==> src/rtl/mac_irq_pkg.sv <==
package mac_irq_pkg;
    typedef enum logic [1:0] {
        SEL_STATUS   = 2'd0,
        SEL_ENABLE   = 2'd1,
        SEL_COALESCE = 2'd2,
        SEL_NONE     = 2'd3
    } reg_sel_e;

    localparam int BIT_RX_RDY   = 0;
    localparam int BIT_TX_DONE  = 1;
    localparam int BIT_TX_EMPTY = 6;
    localparam int BIT_RX_MULTI = 7;
    localparam int SRC_W        = 8;
    localparam int EN_PORT_BIT  = 18;
    localparam int EN_GLB_BIT   = 19;
    localparam int THR_LSB      = 24;
    localparam int THR_W        = 8;

    localparam logic [SRC_W-1:0] SRC_MASK = 8'hC3;

    typedef struct packed {
        logic [SRC_W-1:0] src;
        logic             port;
        logic             glb;
    } irq_en_t;
endpackage

==> src/rtl/mac_irq_coalesce.sv <==
module mac_irq_coalesce
    import mac_irq_pkg::*;
#(
    parameter int PCNT_W = 8,
    parameter int TMR_W  = 16
) (
    input  logic             clk,
    input  logic             rst_n,
    input  logic             rx_ev,
    input  logic             rx_ack,
    input  logic [THR_W-1:0] thr,
    input  logic [TMR_W-1:0] tmo,
    output logic             multi_fire,
    output logic             pend_nz
);
    localparam int CW = PCNT_W + 1;
    localparam logic [PCNT_W-1:0] PEND_MAX = {PCNT_W{1'b1}};

    typedef struct packed {
        logic [PCNT_W-1:0] pend;
        logic [TMR_W-1:0]  tmr;
        logic              act;
    } coal_st_t;

    coal_st_t st_d, st_q;
    logic     dec, cnt_fire, tmr_fire;
    logic [CW-1:0] pend_inc;

    always_comb begin
        st_d     = st_q;
        tmr_fire = 1'b0;
        dec      = rx_ack && (st_q.pend != '0);
        pend_inc = CW'(st_q.pend) + CW'(1);
        cnt_fire = rx_ev && !dec && (thr != '0) && (32'(pend_inc) == 32'(thr));

        if (rx_ev && !dec && st_q.pend != PEND_MAX)
            st_d.pend = st_q.pend + PCNT_W'(1);
        else if (dec && !rx_ev)
            st_d.pend = st_q.pend - PCNT_W'(1);

        if (rx_ev) begin
            st_d.tmr = '0;
            st_d.act = 1'b1;
        end else if (st_q.act) begin
            if (st_q.pend == '0) begin
                st_d.act = 1'b0;
            end else if (st_q.tmr == tmo) begin
                tmr_fire = 1'b1;
                st_d.act = 1'b0;
            end else begin
                st_d.tmr = st_q.tmr + TMR_W'(1);
            end
        end
    end

    always_ff @(posedge clk or negedge rst_n) begin
        if (!rst_n) st_q <= '0;
        else        st_q <= st_d;
    end

    assign multi_fire = cnt_fire || tmr_fire;
    assign pend_nz    = (st_q.pend != '0);

    AST_PEND_SATURATE: assert property (@(posedge clk) disable iff (!rst_n)
        (st_q.pend == PEND_MAX && rx_ev && !rx_ack) |=> (st_q.pend == PEND_MAX));
    AST_ACK_RETIRES: assert property (@(posedge clk) disable iff (!rst_n)
        (rx_ack && !rx_ev && st_q.pend != '0) |=> (st_q.pend == $past(st_q.pend) - PCNT_W'(1)));
    AST_TIMER_NEEDS_BACKLOG: assert property (@(posedge clk) disable iff (!rst_n)
        (st_q.pend == '0 && !rx_ev) |-> !tmr_fire);
endmodule

==> src/rtl/mac_irq_status.sv <==
module mac_irq_status
    import mac_irq_pkg::*;
(
    input  logic             clk,
    input  logic             rst_n,
    input  logic [SRC_W-1:0] set_vec,
    input  logic [SRC_W-1:0] clr_vec,
    input  logic             rearm,
    input  logic             en_wr,
    input  irq_en_t          en_wdata,
    output logic [SRC_W-1:0] raw_q,
    output irq_en_t          en_q,
    output logic             irq_o
);
    logic [SRC_W-1:0] raw_d;
    irq_en_t          en_d;

    for (genvar i = 0; i < SRC_W; i++) begin : g_bit
        if (SRC_MASK[i]) begin : g_live
            if (i == BIT_RX_RDY) begin : g_rearm
                always_comb raw_d[i] = set_vec[i] || (raw_q[i] && !clr_vec[i])
                                       || (rearm && !clr_vec[i]);
            end else begin : g_plain
                always_comb raw_d[i] = set_vec[i] || (raw_q[i] && !clr_vec[i]);
            end
        end else begin : g_dead
            always_comb raw_d[i] = 1'b0;
        end
    end

    always_comb begin
        en_d = en_q;
        if (en_wr) en_d = en_wdata;
    end

    always_ff @(posedge clk or negedge rst_n) begin
        if (!rst_n) begin
            raw_q <= '0;
            en_q  <= '0;
        end else begin
            raw_q <= raw_d;
            en_q  <= en_d;
        end
    end

    assign irq_o = (|(raw_q & en_q.src)) && en_q.port && en_q.glb;

    AST_LINE_GATED: assert property (@(posedge clk) disable iff (!rst_n)
        irq_o |-> (en_q.port && en_q.glb));
    AST_EVENT_BEATS_CLEAR: assert property (@(posedge clk) disable iff (!rst_n)
        (set_vec[BIT_TX_DONE] && clr_vec[BIT_TX_DONE]) |=> raw_q[BIT_TX_DONE]);
    AST_W1C_TAKES: assert property (@(posedge clk) disable iff (!rst_n)
        (clr_vec[BIT_TX_EMPTY] && !set_vec[BIT_TX_EMPTY]) |=> !raw_q[BIT_TX_EMPTY]);
    AST_MULTI_LATCH: assert property (@(posedge clk) disable iff (!rst_n)
        set_vec[BIT_RX_MULTI] |=> raw_q[BIT_RX_MULTI]);
endmodule

==> src/rtl/mac_irq_hub.sv <==
module mac_irq_hub
    import mac_irq_pkg::*;
#(
    parameter int                PCNT_W       = 8,
    parameter int                TMR_W        = 16,
    parameter logic [THR_W-1:0]  COAL_THR_RST = 8'd8,
    parameter logic [TMR_W-1:0]  COAL_TMO_RST = 16'h0074
) (
    input  logic        clk,
    input  logic        rst_n,
    input  logic        ev_rx_frame,
    input  logic        ev_tx_done,
    input  logic        ev_tx_empty,
    input  logic        bus_wr,
    input  logic [1:0]  bus_addr,
    input  logic [31:0] bus_wdata,
    output logic [31:0] bus_rdata,
    output logic        irq_o
);
    typedef struct packed {
        logic [THR_W-1:0] thr;
        logic [TMR_W-1:0] tmo;
    } coal_cfg_t;

    coal_cfg_t        cfg_d, cfg_q;
    reg_sel_e         sel;
    logic             wr_status, wr_enable, wr_coal;
    logic [SRC_W-1:0] set_vec, clr_vec, raw;
    logic             multi_fire, pend_nz;
    irq_en_t          en_wdata, en;
    logic             unused_wdata;

    assign sel       = reg_sel_e'(bus_addr);
    assign wr_status = bus_wr && (sel == SEL_STATUS);
    assign wr_enable = bus_wr && (sel == SEL_ENABLE);
    assign wr_coal   = bus_wr && (sel == SEL_COALESCE);

    assign clr_vec   = wr_status ? bus_wdata[SRC_W-1:0] : '0;
    assign en_wdata  = '{src:  bus_wdata[SRC_W-1:0],
                         port: bus_wdata[EN_PORT_BIT],
                         glb:  bus_wdata[EN_GLB_BIT]};
    assign unused_wdata = ^bus_wdata;

    always_comb begin
        set_vec               = '0;
        set_vec[BIT_RX_RDY]   = ev_rx_frame;
        set_vec[BIT_TX_DONE]  = ev_tx_done;
        set_vec[BIT_TX_EMPTY] = ev_tx_empty;
        set_vec[BIT_RX_MULTI] = multi_fire;
    end

    always_comb begin
        cfg_d = cfg_q;
        if (wr_coal) begin
            cfg_d.thr = bus_wdata[THR_LSB +: THR_W];
            cfg_d.tmo = bus_wdata[TMR_W-1:0];
        end
    end

    always_ff @(posedge clk or negedge rst_n) begin
        if (!rst_n) cfg_q <= '{thr: COAL_THR_RST, tmo: COAL_TMO_RST};
        else        cfg_q <= cfg_d;
    end

    mac_irq_coalesce #(.PCNT_W(PCNT_W), .TMR_W(TMR_W)) coal_i (
        .clk        (clk),
        .rst_n      (rst_n),
        .rx_ev      (ev_rx_frame),
        .rx_ack     (clr_vec[BIT_RX_RDY]),
        .thr        (cfg_q.thr),
        .tmo        (cfg_q.tmo),
        .multi_fire (multi_fire),
        .pend_nz    (pend_nz)
    );

    mac_irq_status stat_i (
        .clk      (clk),
        .rst_n    (rst_n),
        .set_vec  (set_vec),
        .clr_vec  (clr_vec),
        .rearm    (pend_nz),
        .en_wr    (wr_enable),
        .en_wdata (en_wdata),
        .raw_q    (raw),
        .en_q     (en),
        .irq_o    (irq_o)
    );

    always_comb begin
        bus_rdata = '0;
        case (sel)
            SEL_STATUS:   bus_rdata[SRC_W-1:0] = raw;
            SEL_ENABLE: begin
                bus_rdata[SRC_W-1:0]   = en.src;
                bus_rdata[EN_PORT_BIT] = en.port;
                bus_rdata[EN_GLB_BIT]  = en.glb;
            end
            SEL_COALESCE: begin
                bus_rdata[THR_LSB +: THR_W] = cfg_q.thr;
                bus_rdata[TMR_W-1:0]        = cfg_q.tmo;
            end
            default:      bus_rdata = '0;
        endcase
    end

    AST_UNUSED_ADDR_QUIET: assert property (@(posedge clk) disable iff (!rst_n)
        (sel == SEL_NONE) |-> (bus_rdata == '0));
    AST_ACK_DROPS_READY: assert property (@(posedge clk) disable iff (!rst_n)
        (clr_vec[BIT_RX_RDY] && !ev_rx_frame) |=> !raw[BIT_RX_RDY]);
endmodule

==> config.mk <==
export PLATFORM = sky130hd
export DESIGN_NAME = mac_irq_hub
export DESIGN_NICKNAME = d
export VERILOG_FILES = /design/src/rtl/mac_irq_pkg.sv /design/src/rtl/mac_irq_coalesce.sv /design/src/rtl/mac_irq_status.sv /design/src/rtl/mac_irq_hub.sv
export SDC_FILE = /design/constraint.sdc
export NUM_CORES = 1
export LEC_CHECK = 0
export ABC_AREA = 1
export BUFFER_PORTS_ARGS = -buffer_cell sky130_fd_sc_hd__buf_2
export CORE_AREA = 2 2 105 107
export CTS_CLUSTER_SIZE = 10
export DETAILED_ROUTE_END_ITERATION = 10
export DIE_AREA = 0 0 107 109
export HOLD_SLACK_MARGIN = 0.12
export SLEW_MARGIN = 0
export SYNTH_ARGS = -nofsm -noshare
export SYNTH_HDL_FRONTEND = slang
export SYNTH_SLANG_ARGS = --single-unit
==> constraint.sdc <==
create_clock -name clk -period 3.45 [get_ports clk]
set_input_delay 0.8625 -clock clk [delete_from_list [all_inputs] [get_ports clk]]
set_output_delay 0.8625 -clock clk [all_outputs]
set_load 0.01 [all_outputs]
==> run metrics <==
GRT Residual Overflow=0; max-cap check violation count=0; worst min-delay path category=register to register; RePlAce Congestion=between 0.8 and 0.9; sw frac=37.7%; count of final setup violators=0; Most used DFF post-synth=dfrtp_1; DRT iter0 DRCs=between 150 and 200; XOR/XNOR Fraction of Synth Area=2.29%; Post-CTS Resized=0; Psw=1.03 mW; internal power=roughly 1.7 mW; post-synthesis mux area share=0%; Worst EP required=3700 ps; CTS max path bufs=2; synthesized instance count=slightly above 600; nets=between 700 and 800; vias post-DR=around 4000; cell taking the most area after synthesis=dfrtp_1; Num Clock Sinks=63; final hold slack=between 400 and 500 ps; sequential power share=38.1%; Post-DRT Antenna Nets=0; root buffer cell=clkbuf_8; Min-Delay Path Depth=2; Setup Buffers After CTS=0; post-synthesis adder-cell area fraction=~3.2%; worst r2r path cells=15; via density per instance=4.93; Worst-Margin Slew=approximately 830 ps; Core Util, Final=a little under half; run status=completed; area delta synth->final=15.7%; post-synthesis cell area=roughly 4200 um2; fmax=345 MHz; Fin Setup TNS=0 ps; Slew Limit Headroom=between 40% and 50%; EDFF count, synth=0; Core Area=10600 um2; num ports=73; final instance area=approximately 4900 um2; share of cells above drive strength 1=about 17%; pins over their slew limit=0; vias in the first global route=3967; Worst-Skew Late Latency=360 ps; die area=11700 um2; cell row count=38; port bufs=60; Final Hold Viols=0; clock buffer count from CTS=9; top-count cell post-synth=nand2_1; Seq/Total Area, Yosys=a little under two fifths; Crit Path Max Fanout=9; Max Clock Skew=about 13 ps; largest net degree at the start of global routing=64; pre-CTS setup slack=about 250 ps; minimum clock period=2900 ps; startpoint types=register; Post-Synth Simple-Gate Area=between 30% and 40%; FFs w/ async S/R, synth=between 90% and 100%; H-tree depth=3; share of the synthesized area in the top cell type=34.5%; initial antenna violation count=0; largest family of logic cells by synthesized area=simple AND/OR/NAND/NOR gates; Initial DRT Pass Iterations=5; Initial Util=approximately two fifths; final worst slack=552 ps; dpl hpwl=between 7 and 8 mm; Pleak=approximately 2.6 nW; ranking of synthesized cells by area=dfrtp_1 (35%), nand2_1 (17%), nor2_1 (8.0%); Placed Instances=810; RSZ-0062 raised after global routing=false; residual DRC count=0; post-place instance area=about 4600 um2; Final Power=around 2.7 mW; cts hold-fix bufs=0; critical path type=register to register; Post-Layout Cell Count=between 800 and 900; clock power share=between 20 and 30%; Syn Area/Cell=about 6.8 um2; total global-route track usage=between 20 and 25%; yosys warns=0; period utilisation layout=a little over four fifths; top post-synthesis cells by count=nand2_1 (194), nor2_1 (89), inv_1 (71); Synth Area in Compound Gates=roughly 7.6%; crit end category=register; ANT cells=0; routed wire length=about 11 mm; Worst VDD drop=a little under 0.0004 V; first-pass GRT wire length=roughly 19 mm; synthesized flop and latch total=63; Arrival @ worst endpoint=approximately 3200 ps; power per cell area=between 500 and 600 nW/um2; height of the chip=between 100 and 150 um; routed length per instance=12.8 um; Die Width=between 100 and 150 um; CTS tree=built; Unique masters post-synth=38; clock slew at reported path FFs=about 80 ps; Comb pwr share=between 30% and 40%
[layout by cell type (no fill, tap or decap), drive strengths merged, types with 2 or more instances in the layout]
master    instances
nand2           199
nor3b             2
bufinv            3
o21bai            2
buf              65
nor3              5
inv              82
nand3            51
nand4            22
nor2             92
o21ai            30
o211ai            3
xnor2             5
dfstp             5
conb              6
dfrtp            58
ha                9
clkinv            2
xor2              6
a21oi            20
clkinvlp          3
clkbuf            9
[area by class of cell]
type,count,area [um2]
Clock buffer,9,124
Clock inverter,7,121
Fill cell,1111,5740
Inverter,83,312
Multi-Input combinational cell,459,2210
Sequential cell,63,1580
Tap cell,140,175
Timing Repair Buffer,65,338
[worst max-delay path, stage by stage, from the launching register on]
cell and delay (ps):
dfrtp_1 520, ha_1 280, nand2_1 70, inv_1 130, nand3_1 130, nor2_1 140
nand2_1 100, nand3_2 200, ha_1 340, nand3_1 120, nand3_1 140, nand2_1 110
nand2_1 70, or2_2 300, nand3_1 90, nand2_1 50
[state kept, by name, indices dropped and copies added (netlist names)]
| signal | count |
|---|---|
| cfg_q | 24 |
| coal_i.st_q | 25 |
| stat_i.en_q | 10 |
| stat_i.raw_q | 4 |
[final timing paths]
path                                             startpoint                           to  slack (ps)
max in group asynchronous                             rst_n        cfg_q[17]$_DFFE_PN0P_        2210
worst min register to register   stat_i.en_q[8]$_DFFE_PN0P_   stat_i.en_q[8]$_DFFE_PN0P_         490
worst max register to register  coal_i.st_q[17]$_DFFE_PN0P_  coal_i.st_q[24]$_DFFE_PN0P_         550
worst min-delay path             stat_i.en_q[8]$_DFFE_PN0P_   stat_i.en_q[8]$_DFFE_PN0P_         490
min in group asynchronous                             rst_n   coal_i.st_q[4]$_DFFE_PN0P_         680
worst max-delay path            coal_i.st_q[17]$_DFFE_PN0P_  coal_i.st_q[24]$_DFFE_PN0P_         550
[layer usage]
| layer | GRT usage, % | wire length [um] | vias up |
|---|---|---|---|
| met4 | 6.49 | 184 | 0 |
| met1 | 26.7 | 5100 | 1866 |
| li1 | - | - | 2067 |
| met3 | 4.54 | 561 | 14 |
| met2 | 33.2 | 4730 | 123 |
| met5 | 0 | 0 | - |
[power by group through the flow]
stage,sequential (mW),clock [mW],combinational (mW)
floorplan,0.993,0,0.719
global placement,1.05,0,0.864
detailed placement,1.06,0,0.891
CTS,1.04,0.816,0.900
global route,1.07,0.846,1.04
finish,1.04,0.798,0.895
[cell families (layout without fill, tap and decap cells)]
| kind of cell | count (synthesis) | count (layout) |
|---|---|---|
| other cells | 1 | 6 |
| buf+inv | 104 | 164 |
| xor+xnor | 11 | 11 |
| flops | 63 | 63 |
| simple gates | 373 | 373 |
| compound gates | 59 | 59 |
| fa+ha+maj | 10 | 10 |
No activity file was read; power rests on OpenSTA's default activity.
